[src/rtl/irq_pkg.sv]
package irq_pkg;
  localparam int LVL_W    = 3;
  localparam int LVL_MAX  = 7;
  localparam int NMI_N    = 6;
  localparam int VEC_XIRQ = 6;
  localparam int VEC_SPUR = 7;
  localparam int VEC_BASE = 8;
  typedef logic [LVL_W-1:0] lvl_t;
endpackage

[src/rtl/irq_cfg.sv]
module irq_cfg
  import irq_pkg::*;
#(
  parameter int N_IRQ = 16,
  parameter int IDX_W = 4
) (
  input  logic                  clk_i,
  input  logic                  rst_ni,
  input  logic                  we_i,
  input  logic [IDX_W-1:0]      idx_i,
  input  lvl_t                  lvl_i,
  input  logic                  cop_i,
  output lvl_t [N_IRQ-1:0]      lvl_o,
  output logic [N_IRQ-1:0]      cop_o
);
  lvl_t [N_IRQ-1:0] lvl_q;
  logic [N_IRQ-1:0] cop_q;

  always_ff @(posedge clk_i or negedge rst_ni) begin
    if (!rst_ni) begin
      lvl_q <= '0;
      cop_q <= '0;
    end else if (we_i && (int'(idx_i) < N_IRQ)) begin
      lvl_q[idx_i] <= lvl_i;
      cop_q[idx_i] <= cop_i;
    end
  end

  assign lvl_o = lvl_q;
  assign cop_o = cop_q;
endmodule

[src/rtl/irq_arb.sv]
module irq_arb
  import irq_pkg::*;
#(
  parameter int N_IRQ = 16,
  parameter int IDX_W = 4
) (
  input  logic [N_IRQ-1:0] elig_i,
  input  lvl_t [N_IRQ-1:0] lvl_i,
  output logic             found_o,
  output logic [IDX_W-1:0] idx_o,
  output lvl_t             lvl_o
);
  // ascending scan with strict compare keeps the lowest index on ties
  always_comb begin
    found_o = 1'b0;
    idx_o   = '0;
    lvl_o   = '0;
    for (int i = 0; i < N_IRQ; i++) begin
      if (elig_i[i] && (lvl_i[i] > lvl_o)) begin
        found_o = 1'b1;
        idx_o   = IDX_W'(i);
        lvl_o   = lvl_i[i];
      end
    end
  end
endmodule

[src/rtl/irq_cpu_stack.sv]
module irq_cpu_stack
  import irq_pkg::*;
#(
  parameter int STACK_D = 8,
  localparam int SP_W  = $clog2(STACK_D + 1),
  localparam int PTR_W = (STACK_D > 1) ? $clog2(STACK_D) : 1
) (
  input  logic            clk_i,
  input  logic            rst_ni,
  input  logic            push_i,
  input  logic            pop_i,
  input  lvl_t            push_lvl_i,
  output lvl_t            lvl_n_o,
  output lvl_t            lvl_q_o,
  output logic [SP_W-1:0] sp_o
);
  lvl_t            stack_q [STACK_D];
  lvl_t            lvl_q, lvl_n;
  logic [SP_W-1:0] sp_q, sp_n;
  logic            wr_en;
  logic [PTR_W-1:0] wr_ptr, rd_ptr;

  assign wr_ptr = PTR_W'(sp_q);
  assign rd_ptr = PTR_W'(sp_q - 1'b1);

  always_comb begin
    lvl_n = lvl_q;
    sp_n  = sp_q;
    wr_en = 1'b0;
    if (push_i) begin
      lvl_n = push_lvl_i;
      if (int'(sp_q) < STACK_D) begin
        wr_en = 1'b1;
        sp_n  = sp_q + 1'b1;
      end
    end else if (pop_i && (sp_q != '0)) begin
      lvl_n = stack_q[rd_ptr];
      sp_n  = sp_q - 1'b1;
    end
  end

  always_ff @(posedge clk_i or negedge rst_ni) begin
    if (!rst_ni) begin
      lvl_q <= '0;
      sp_q  <= '0;
      for (int i = 0; i < STACK_D; i++) stack_q[i] <= '0;
    end else begin
      lvl_q <= lvl_n;
      sp_q  <= sp_n;
      if (wr_en) stack_q[wr_ptr] <= lvl_q;
    end
  end

  assign lvl_n_o = lvl_n;
  assign lvl_q_o = lvl_q;
  assign sp_o    = sp_q;
endmodule

[src/rtl/irq_cop_nest.sv]
module irq_cop_nest
  import irq_pkg::*;
(
  input  logic       clk_i,
  input  logic       rst_ni,
  input  logic       push_i,
  input  logic       pop_i,
  input  lvl_t       push_lvl_i,
  output logic [1:0] depth_n_o,
  output logic [1:0] depth_q_o,
  output lvl_t       run_lvl_n_o
);
  logic [1:0] depth_q, depth_n;
  lvl_t       lvl_q [2];
  lvl_t       lvl_n [2];

  always_comb begin
    depth_n  = depth_q;
    lvl_n[0] = lvl_q[0];
    lvl_n[1] = lvl_q[1];
    if (push_i && (depth_q < 2'd2)) begin
      lvl_n[depth_q[0]] = push_lvl_i;
      depth_n           = depth_q + 2'd1;
    end else if (pop_i && (depth_q != 2'd0)) begin
      depth_n = depth_q - 2'd1;
    end
  end

  always_ff @(posedge clk_i or negedge rst_ni) begin
    if (!rst_ni) begin
      depth_q  <= '0;
      lvl_q[0] <= '0;
      lvl_q[1] <= '0;
    end else begin
      depth_q  <= depth_n;
      lvl_q[0] <= lvl_n[0];
      lvl_q[1] <= lvl_n[1];
    end
  end

  assign depth_n_o   = depth_n;
  assign depth_q_o   = depth_q;
  assign run_lvl_n_o = (depth_n == 2'd0) ? lvl_t'(0)
                     : (depth_n == 2'd1) ? lvl_n[0] : lvl_n[1];
endmodule

[src/rtl/prio_irq_ctrl.sv]
module prio_irq_ctrl
  import irq_pkg::*;
#(
  parameter int N_IRQ   = 16,
  parameter int STACK_D = 8,
  localparam int IDX_W = (N_IRQ > 1) ? $clog2(N_IRQ) : 1,
  localparam int VEC_W = $clog2(N_IRQ + VEC_BASE),
  localparam int SP_W  = $clog2(STACK_D + 1)
) (
  input  logic              clk_i,
  input  logic              rst_ni,
  input  logic [N_IRQ-1:0]  irq_i,
  input  logic [NMI_N-1:0]  nmi_i,
  input  logic              xirq_i,
  input  logic              i_mask_i,
  input  logic              x_mask_i,
  input  logic              cfg_we_i,
  input  logic [IDX_W-1:0]  cfg_idx_i,
  input  logic [LVL_W-1:0]  cfg_lvl_i,
  input  logic              cfg_cop_i,
  input  logic              cpu_ack_i,
  input  logic              cpu_rti_i,
  input  logic              cop_ack_i,
  input  logic              cop_rti_i,
  output logic              cpu_req_o,
  output logic [VEC_W-1:0]  cpu_vec_o,
  output logic              cop_req_o,
  output logic [IDX_W-1:0]  cop_vec_o
);
  lvl_t [N_IRQ-1:0] cfg_lvl;
  logic [N_IRQ-1:0] cfg_cop;

  irq_cfg #(.N_IRQ(N_IRQ), .IDX_W(IDX_W)) u_cfg (
    .clk_i, .rst_ni,
    .we_i (cfg_we_i), .idx_i(cfg_idx_i), .lvl_i(cfg_lvl_i), .cop_i(cfg_cop_i),
    .lvl_o(cfg_lvl), .cop_o(cfg_cop)
  );

  // registered results
  logic             cpu_req_q, cop_req_q;
  logic [VEC_W-1:0] cpu_vec_q;
  logic [IDX_W-1:0] cop_vec_q;
  lvl_t             cpu_wlvl_q, cop_wlvl_q;

  // nesting state; arbitration uses next-state values so an ack/return
  // is reflected in the very next registered result
  lvl_t            cpu_lvl_n, cpu_lvl_q;
  logic [SP_W-1:0] cpu_sp;
  logic [1:0]      cop_depth_n, cop_depth_q;
  lvl_t            cop_run_n;

  irq_cpu_stack #(.STACK_D(STACK_D)) u_cpu_stack (
    .clk_i, .rst_ni,
    .push_i    (cpu_ack_i & cpu_req_q),
    .pop_i     (cpu_rti_i),
    .push_lvl_i(cpu_wlvl_q),
    .lvl_n_o   (cpu_lvl_n),
    .lvl_q_o   (cpu_lvl_q),
    .sp_o      (cpu_sp)
  );

  irq_cop_nest u_cop_nest (
    .clk_i, .rst_ni,
    .push_i     (cop_ack_i & cop_req_q),
    .pop_i      (cop_rti_i),
    .push_lvl_i (cop_wlvl_q),
    .depth_n_o  (cop_depth_n),
    .depth_q_o  (cop_depth_q),
    .run_lvl_n_o(cop_run_n)
  );

  logic [N_IRQ-1:0] cpu_elig, cop_elig;

  for (genvar i = 0; i < N_IRQ; i++) begin : g_elig
    logic enabled;
    assign enabled     = irq_i[i] && (cfg_lvl[i] != '0);
    assign cpu_elig[i] = enabled && !cfg_cop[i] && !i_mask_i && (cfg_lvl[i] > cpu_lvl_n);
    assign cop_elig[i] = enabled &&  cfg_cop[i] && (cop_depth_n < 2'd2) && (cfg_lvl[i] > cop_run_n);
  end

  logic             cpu_found, cop_found;
  logic [IDX_W-1:0] cpu_idx, cop_idx;
  lvl_t             cpu_alvl, cop_alvl;

  irq_arb #(.N_IRQ(N_IRQ), .IDX_W(IDX_W)) u_cpu_arb (
    .elig_i(cpu_elig), .lvl_i(cfg_lvl),
    .found_o(cpu_found), .idx_o(cpu_idx), .lvl_o(cpu_alvl)
  );

  irq_arb #(.N_IRQ(N_IRQ), .IDX_W(IDX_W)) u_cop_arb (
    .elig_i(cop_elig), .lvl_i(cfg_lvl),
    .found_o(cop_found), .idx_o(cop_idx), .lvl_o(cop_alvl)
  );

  // fixed sources: lowest bit first
  logic                     nmi_hit;
  logic [$clog2(NMI_N)-1:0] nmi_idx;

  always_comb begin
    nmi_hit = |nmi_i;
    nmi_idx = '0;
    for (int i = NMI_N - 1; i >= 0; i--) begin
      if (nmi_i[i]) nmi_idx = ($clog2(NMI_N))'(i);
    end
  end

  logic             cpu_req_d;
  logic [VEC_W-1:0] cpu_vec_d;
  lvl_t             cpu_wlvl_d;

  always_comb begin
    cpu_req_d  = 1'b1;
    cpu_vec_d  = VEC_W'(VEC_SPUR);
    cpu_wlvl_d = lvl_t'(LVL_MAX);
    if (nmi_hit) begin
      cpu_vec_d = VEC_W'(nmi_idx);
    end else if (xirq_i && !x_mask_i) begin
      cpu_vec_d = VEC_W'(VEC_XIRQ);
    end else if (cpu_found) begin
      cpu_vec_d  = VEC_W'(VEC_BASE) + VEC_W'(cpu_idx);
      cpu_wlvl_d = cpu_alvl;
    end else begin
      cpu_req_d  = 1'b0;
      cpu_wlvl_d = '0;
    end
  end

  always_ff @(posedge clk_i or negedge rst_ni) begin
    if (!rst_ni) begin
      cpu_req_q  <= 1'b0;
      cpu_vec_q  <= VEC_W'(VEC_SPUR);
      cpu_wlvl_q <= '0;
      cop_req_q  <= 1'b0;
      cop_vec_q  <= '0;
      cop_wlvl_q <= '0;
    end else begin
      cpu_req_q  <= cpu_req_d;
      cpu_vec_q  <= cpu_vec_d;
      cpu_wlvl_q <= cpu_wlvl_d;
      cop_req_q  <= cop_found;
      cop_vec_q  <= cop_found ? cop_idx : '0;
      cop_wlvl_q <= cop_found ? cop_alvl : '0;
    end
  end

  assign cpu_req_o = cpu_req_q;
  assign cpu_vec_o = cpu_vec_q;
  assign cop_req_o = cop_req_q;
  assign cop_vec_o = cop_vec_q;
endmodule

[config.mk]
export PLATFORM = sky130hd
export DESIGN_NAME = prio_irq_ctrl
export DESIGN_NICKNAME = d
export VERILOG_FILES = /design/src/rtl/irq_pkg.sv /design/src/rtl/irq_cfg.sv /design/src/rtl/irq_arb.sv /design/src/rtl/irq_cpu_stack.sv /design/src/rtl/irq_cop_nest.sv /design/src/rtl/prio_irq_ctrl.sv
export SDC_FILE = /design/constraint.sdc
export NUM_CORES = 1
export LEC_CHECK = 0
export ABC_AREA = 1
export BUFFER_PORTS_ARGS = -buffer_cell sky130_fd_sc_hd__buf_2
export CAP_MARGIN = 20
export CORE_ASPECT_RATIO = 0.75
export CORE_UTILIZATION = 38
export DETAILED_ROUTE_END_ITERATION = 6
export SLEW_MARGIN = 0
export SYNTH_ARGS = -nofsm -noshare
export SYNTH_HDL_FRONTEND = slang
export SYNTH_SLANG_ARGS = --single-unit
[constraint.sdc]
create_clock -name clk_i -period 22.6 [get_ports clk_i]
set_input_delay 1.13 -clock clk_i [delete_from_list [all_inputs] [get_ports clk_i]]
set_output_delay 1.13 -clock clk_i [all_outputs]
set_load 0.02 [all_outputs]
==> metrics.txt, run 1 <==
status finished clean; clock sinks 120; final setup violating endpoints 0; vias per cell roughly 5.4; Setup TNS 0 ps; CTS tree yes; depth of the most critical reg-to-reg path 120; max incr delay on CP 380 ps; Fmax achieved 48.18 MHz; DP HPWL ~24 mm; final hold vios 0; first-pass GRT wire length around 52 mm; root buffer cell clkbuf_16; port bufs 50; # fillers between 2000 and 3000; DRT iter0 DRCs a little under 900; DRT antenna net count 0; pwr dens 111.9 nW/um^2; Seq pwr share 26.2%; part of the power in combinational logic between 50% and 60%; Yosys warning count 0; unrepaired setup endpoints after global routing no; switching power roughly 0.00063 W; multi-input logic area 6920 sq um; Switching Share 47.16%; Max Slew Vio Count 0; Critical R2R Launch u_cop_nest.depth_q_o[0]; Worst Skew between 9 and 10 ps; Die Y approximately 150 microns; Final Util 43.88%; flop and latch count out of synthesis 120; CP Launch Type input port; CORE AREA roughly 27000 sq um; worst reg2reg endpoint cop_wlvl_q[1]; H-tree level count 4; most frequent CP cell o21ai_0; Hold Startpoint u_cop_nest.lvl_q[4]; Crit Path Class input port to register; HP Class register to register; post-synthesis sequential area ratio between 20 and 30%; LEAKAGE 6.027 nW; crit path time final just over 20000 ps; vias in the first global route between 9000 and 10000; clk_lat worst skew 440 ps; # nets final roughly 1700; CTS Buf Count 17; Routed WL between 30 and 40 mm; drt first pass iters 6; Initial Util 38.93%; crit end category register; mean post-synth cell area approximately 7.2 sq um; GRT overflow 0; Die Area 28470 sq um; drt drc 0; buffer levels on the longest clock path 2; Rows 52; drt wl/cell approximately 17 microns; arrival time at the worst endpoint roughly 21000 ps; Layout area overhead 12.71%; pin count of the biggest net entering global routing 72; Clk network pwr share a little under a quarter; period utilization between 90% and 100%; Antenna Cells 0; Slew @ Worst Pin around 990 ps; Worst slew margin around a third; worst-path maximum fanout 16; VDD IR max a little over 0.00006 V; Synth cell types between 50 and 60; clk slew on worst S/H paths ~60 ps; worst hold endpoint u_cop_nest.lvl_q[4]; antenna violations before repair 0; R2R setup slack 1880 ps; IO Pins 51; synthesized area roughly 11000 sq um; leading area contributor after synthesis dfrtp_1; Max-Cap Viols 0; hold path cells 2; Die W between 150 and 200 microns; cts hold-fix bufs 0; post-synthesis cell count ~1500; Pint 0.0007039 W; gr usage total between 20% and 30%; slowest CP cell nor4_1; FF/Latch Area around 3000 sq um; gp weighted congestion between 0.9 and 1; ranking of synthesized cells by area dfrtp_1, ha_1, nand2_1; Post-Syn Nets about 1600; CP required ~23000 ps; Yosys top cell area share 27.72%; Vias a little over 10000; share of post-route cells with drive strength above 1 a little over an eighth
per-stage QoR:
step                      cell area, sq um  worst slack (ps)  cells  total power (W)  hold slack [ps]
final                                11910              1845   1907         0.001332            472.0
after global routing                 11910             37.67   1907         0.001450            478.6
after CTS                            11880              1683   1906         0.001328            467.8
after detailed placement             11260              1338   1874         0.001023            453.3
after global placement               11260              1529   1874         0.001006            449.1
after floorplan                      10560              3844   1477        0.0008313            431.4
timing repair:
item | in CTS | in global routing
resized for setup | 0 | 4
endpoints found under the setup margin | 0 | 13
setup buffers | 0 | 0
logic make-up after synthesis:
family	after synthesis	synth area share (%)
simple gates	741	32.54
fa+ha+maj	125	14.81
buf+inv	167	6.100
flops	120	28.46
xor+xnor	2	0.1659
compound gates	322	17.92
per-layer routing:
metal  routed length, microns  vias to the layer above  global-route usage, %
met5                        0                        -                      0
met4                      526                        0                  6.111
met3                     2217                       33                  5.221
met2                    13620                      307                  33.51
met1                    16350                     4823                  35.42
li1                         -                     5224                      -
synth_stat cells, drive strengths merged:
master	number
a32oi	1
clkbuf	12
or2	12
o31a	1
xnor2	1
o21ai	183
buf	1
nor4	8
nand2	424
nor3b	2
o21a	6
o31ai	13
a31oi	5
nor2	87
dfstp	3
o21bai	3
nand3	161
ha	125
a21boi	2
a2111oi	1
dfrtp	117
a21oi	55
a211oi	19
nand4	10
o22ai	4
o221ai	7
xor2	1
a311oi	4
o32ai	5
o311ai	6
inv	154
o211ai	5
o22a	1
nor3	29
a31o	1
and2	7
nand3b	1
cells in the final DEF, fill, tap and decap left out, types with 4 or more instances in the layout:
cell type,Yosys,layout
a21oi_1,49,48
nor2_1,85,85
bufinv_16,0,4
nand4_1,10,10
a21oi_2,4,5
inv_2,16,15
o31ai_1,13,13
and2_1,5,5
nand2_4,13,13
o311ai_0,5,5
o21ai_0,176,176
dfrtp_1,117,116
inv_6,0,4
o211ai_1,5,5
o32ai_1,5,5
nor4_1,7,7
nand3_2,19,19
o22ai_1,4,4
clkbuf_16,0,17
a211oi_1,19,19
a311oi_1,4,4
inv_1,138,138
nand2_2,41,41
ha_1,125,125
buf_4,0,10
nor3_1,28,27
nand2_1,370,370
or2_2,12,12
o21ai_1,4,4
nand3_1,142,142
o21a_1,6,6
buf_2,0,49
a31oi_1,5,5
o221ai_1,7,7
power by group through the flow:
stage                     combinational (W)  sequential [W]  clock [W]
after floorplan                    0.000505        0.000326          0
final                              0.000682        0.000349   0.000301
after CTS                          0.000676        0.000347   0.000305
after global placement             0.000655        0.000350          0
after global routing               0.000779        0.000358   0.000314
after detailed placement           0.000674        0.000349          0
registers in the layout (all words and copies together) (netlist names):
register / flops
cop_req_o: 1
cop_vec_o: 4
cop_wlvl_q: 3
cpu_req_o: 1
cpu_vec_o: 5
cpu_wlvl_q: 3
u_cfg.cop_o: 16
u_cfg.lvl_o: 48
u_cop_nest.depth_q_o: 2
u_cop_nest.lvl_q: 6
u_cpu_stack.lvl_q_o: 3
u_cpu_stack.sp_o: 4
u_cpu_stack.stack_q: 24
area by class of cell:
type	count	area share (%)
clock buffer	19	3.636
sequential	120	25.27
timing repair buffer	60	2.796
clock inverter	13	1.608
multi-input combinational	1190	58.13
inverter	154	4.876
tap	351	3.689
worst max-delay path, delay by kind of cell:
family | cells | cell delay, ps
AO/OA/AOI/OAI | 25 | 4970
buffers and inverters | 12 | 1300
AND/OR/NAND/NOR | 65 | 9040
adder cells (fa/ha/maj) | 16 | 4650
worst max-delay path by stage:
| stage | from | to | slack, ps | cells after the start |
|---|---|---|---|---|
| after floorplan | cop_rti_i | cop_wlvl_q[1] | 3840 | 122 |
| after detailed placement | cop_ack_i | cop_wlvl_q[1] | 1340 | 119 |
| final | cop_ack_i | cop_wlvl_q[1] | 1840 | 118 |
| after global routing | u_cop_nest.depth_q_o[0] | cop_wlvl_q[1] | 40 | 123 |
| after CTS | cop_ack_i | cop_wlvl_q[1] | 1680 | 119 |
| after global placement | cop_rti_i | cop_wlvl_q[1] | 1530 | 120 |
No activity file was read; power rests on OpenSTA's default activity.
==> run 2, diff against run 1 <==
--- a/config.mk
+++ b/config.mk
@@ -5,13 +5,12 @@
 export SDC_FILE = /design/constraint.sdc
 export NUM_CORES = 1
 export LEC_CHECK = 0
-export ABC_AREA = 1
 export BUFFER_PORTS_ARGS = -buffer_cell sky130_fd_sc_hd__buf_2
 export CAP_MARGIN = 20
 export CORE_ASPECT_RATIO = 0.75
 export CORE_UTILIZATION = 38
 export DETAILED_ROUTE_END_ITERATION = 6
-export SLEW_MARGIN = 0
 export SYNTH_ARGS = -nofsm -noshare
 export SYNTH_HDL_FRONTEND = slang
+export SYNTH_HIERARCHICAL = 1
 export SYNTH_SLANG_ARGS = --single-unit
==> run 2 against run 1 <==
Against the previous run: the run now ends with design-rule violations left; hold slack better by 14 ps; design area grew 26%; synthesized area rose by 13%.
==> metrics.txt, run 2 <==
CTS Buf Count 17 (unchanged); depth of the most critical reg-to-reg path 111 (was 120); status finished, violations left (was finished clean); clock sinks 120 (unchanged); pre-CTS setup slack -736.0 ps (was 1338 ps); Die Y 155.4 microns (was 146.4 microns); port bufs 50 (unchanged); met3 Use GR 4.315% (was 5.221%); CP Launch Type input port (unchanged); DRT antenna net count 0 (unchanged); arrival time at the worst endpoint 22310 ps (was 21090 ps); Routed WL 37.92 mm (was 32.71 mm); Die W 206.5 microns (was 194.5 microns); Post-Syn Nets 1534 (was 1642); Vias 11370 (was 10390); failing checks design-rule violations; Clk network pwr share 18.1% (was 22.6%); Switching Share 43.88% (was 47.16%); hold_ws 486.4 ps (was 472.0 ps); GRT overflow 0 (unchanged); H-tree level count 4 (unchanged); mean post-synth cell area 8.794 sq um (was 7.151 sq um); leading area contributor after synthesis dfrtp_1 (unchanged); root buffer cell clkbuf_16 (unchanged); max FFs per register 48 (unchanged); gr usage total 23.47% (was 23.56%); crit end category register (unchanged); Max-Cap Viols 0 (unchanged); crit path time final 21980 ps (was 20760 ps); ranking of synthesized cells by area dfrtp_1, ha_1, mux2_2 (was dfrtp_1, ha_1, nand2_1); period utilization 97.24% (was 91.84%); Seq pwr share 23.4% (was 26.2%); most frequent CP cell ha_1 (was o21ai_0); Crit Path Class input port to register (unchanged); Rows 55 (was 52); CTS tree yes (unchanged); HP Class register to register (unchanged); setup ws final 623.6 ps (was 1845 ps); DRT iter0 DRCs 961 (was 877); LEAKAGE 6.727 nW (was 6.027 nW); CORE AREA 30490 sq um (was 27130 sq um); top post-synthesis cells by count ha_1, inv_1, dfrtp_1 (was nand2_1, o21ai_0, nand3_1); worst-path maximum fanout 4 (was 16); synthesized area 11920 sq um (was 10560 sq um); part of the power in combinational logic 58.5% (was 51.2%); pwr dens 105.5 nW/um^2 (was 111.9 nW/um^2); # nets final 1732 (was 1708); gp weighted congestion 0.9514 (was 0.9061); Post-synth EDFFs 0 (unchanged); met2 Usage GRT 34.78% (was 33.51%); grt peak-use layer met2 (was met1); Synth Flop Type dfrtp_1 (unchanged); Worst Skew 8.145 ps (was 9.120 ps); post-synthesis sequential area ratio 25.23% (was 28.46%); most frequent cells in the layout buf_4, inv_1, ha_1, dfrtp_1, nand2_1 (was nand2_1, o21ai_0, nand3_1, inv_1, ha_1); Antenna Cells 0 (unchanged); final hold vios 0 (unchanged); clk slew on worst S/H paths 60 ps (about the same); max incr delay on CP 460 ps (was 380 ps); unrepaired setup endpoints after global routing yes (was no); clk_lat worst skew 450 ps (was 440 ps); VDD IR max 0.00006512 V (was 0.00006182 V); drt drc 1 (was 0); share of post-route cells with drive strength above 1 32.38% (was 13.56%); Fmax achieved 45.50 MHz (was 48.18 MHz); antenna violations before repair 1 (was 0); Yosys warning count 6 (was 0); flop and latch count out of synthesis 120 (unchanged); met1 global-route usage 34.75% (was 35.42%); drt wl/cell 19.30 microns (was 17.15 microns); most common cell after layout, fill and taps aside buf_4 (was nand2_1); final setup violating endpoints 0 (unchanged); pin count of the biggest net entering global routing 72 (unchanged); DP HPWL 26.98 mm (was 24.11 mm); Max Slew Vio Count 0 (unchanged); switching power 0.0006924 W (was 0.0006282 W); Slew @ Worst Pin 997.1 ps (was 985.9 ps); slowest CP cell or4_4 (was nor4_1); cts hold-fix bufs 0 (unchanged); buffer levels on the longest clock path 2 (unchanged); IO Pins 51 (unchanged); Die Area 32080 sq um (was 28470 sq um); post-synthesis cell count 1355 (was 1477); Synth cell types 103 (was 52); hold path cells 2 (unchanged); top-count cell post-synth ha_1 (was nand2_1); vias in the first global route 10770 (was 9563); Yosys top cell area share 24.57% (was 27.72%); first-pass GRT wire length 58.35 mm (was 52.18 mm); Layout area overhead 25.54% (was 12.71%); CP required 22930 ps (was 22940 ps); vias per cell 5.786 (was 5.447); Pint 0.0008856 W (was 0.0007039 W); drt first pass iters 7 (was 6); Initial Util 39.09% (was 38.93%); FFs w/ async S/R, synth 100.0% (unchanged); Worst slew margin 33.53% (was 34.28%)
-- run 2: cell type report --
| type | instances | area [sq um] |
|---|---|---|
| Fill cell | 2845 | 15530 |
| Sequential cell | 120 | 3008 |
| Clock buffer | 20 | 466.7 |
| Inverter | 134 | 505.5 |
| Timing Repair Buffer | 195 | 1341 |
| Multi-Input combinational cell | 1085 | 9000 |
| Clock inverter | 12 | 138.9 |
| Tap cell | 399 | 499.2 |
-- run 2: repair_timing --
item / CTS / global route
resized for setup: 23 / 109
pin swaps: 5 / 73
setup buffers: 5 / 35
setup endpoints to repair: 11 / 17
-- run 2: worst paths after layout --
kind                            slack [ps]                 from                   to
worst max-delay path                   620            cpu_ack_i        cpu_wlvl_q[1]
worst min-delay path                   490  u_cop_nest/lvl_q[4]  u_cop_nest/lvl_q[4]
worst max register to register         700  u_cpu_stack/sp_o[1]        cpu_wlvl_q[1]
worst min register to register         490  u_cop_nest/lvl_q[4]  u_cop_nest/lvl_q[4]
max in group asynchronous            20430               rst_ni      u_cfg/lvl_o[29]
min in group asynchronous              720               rst_ni         cop_vec_o[1]
-- run 2: power by group through the flow --
stage	sequential (W)	combinational, W	clock, W
CTS	0.000367	0.000813	0.000290
floorplan	0.000340	0.000545	0
finish	0.000370	0.000923	0.000285
global route	0.000382	0.00102	0.000299
detailed placement	0.000369	0.000781	0
global placement	0.000367	0.000761	0
-- run 2: cells by family (layout without fill, tap and decap cells) --
kind of cell	count (synthesis)	in the layout	share of synthesized area, %
compound gates	374	374	23.24
xor+xnor	3	3	0.2205
fa+ha+maj	152	152	15.69
buf+inv	150	361	4.861
flops	120	120	25.23
mux	123	123	11.84
simple gates	433	433	18.92
-- run 2: layer usage --
metal | up-vias | wire length [microns]
li1 | 5486 | -
met1 | 5501 | 18840
met2 | 341 | 16400
met3 | 41 | 2170
met4 | 0 | 505
met5 | - | 0
-- run 2: critical path: cells and delay by family --
kind	cells	cell delay (ps)
compound gates	42	8360
buf+inv	6	590
fa+ha+maj	17	4670
simple gates	38	5220
mux	8	2320
-- run 2: metrics by stage --
step	TNS (ps)	instance area (sq um)	instances	util (%)	total power [W]
6_report	0	14960	1965	49.07	0.001578
2_1_floorplan	0	12000	1355	-	0.0008846
5_1_grt	-2657	14960	1965	49.07	0.001696
4_1_cts	-65.47	14220	1930	46.64	0.001470
3_3_place_gp	-2120	13470	1893	44.18	0.001128
3_5_place_dp	-8486	13470	1893	44.18	0.001150
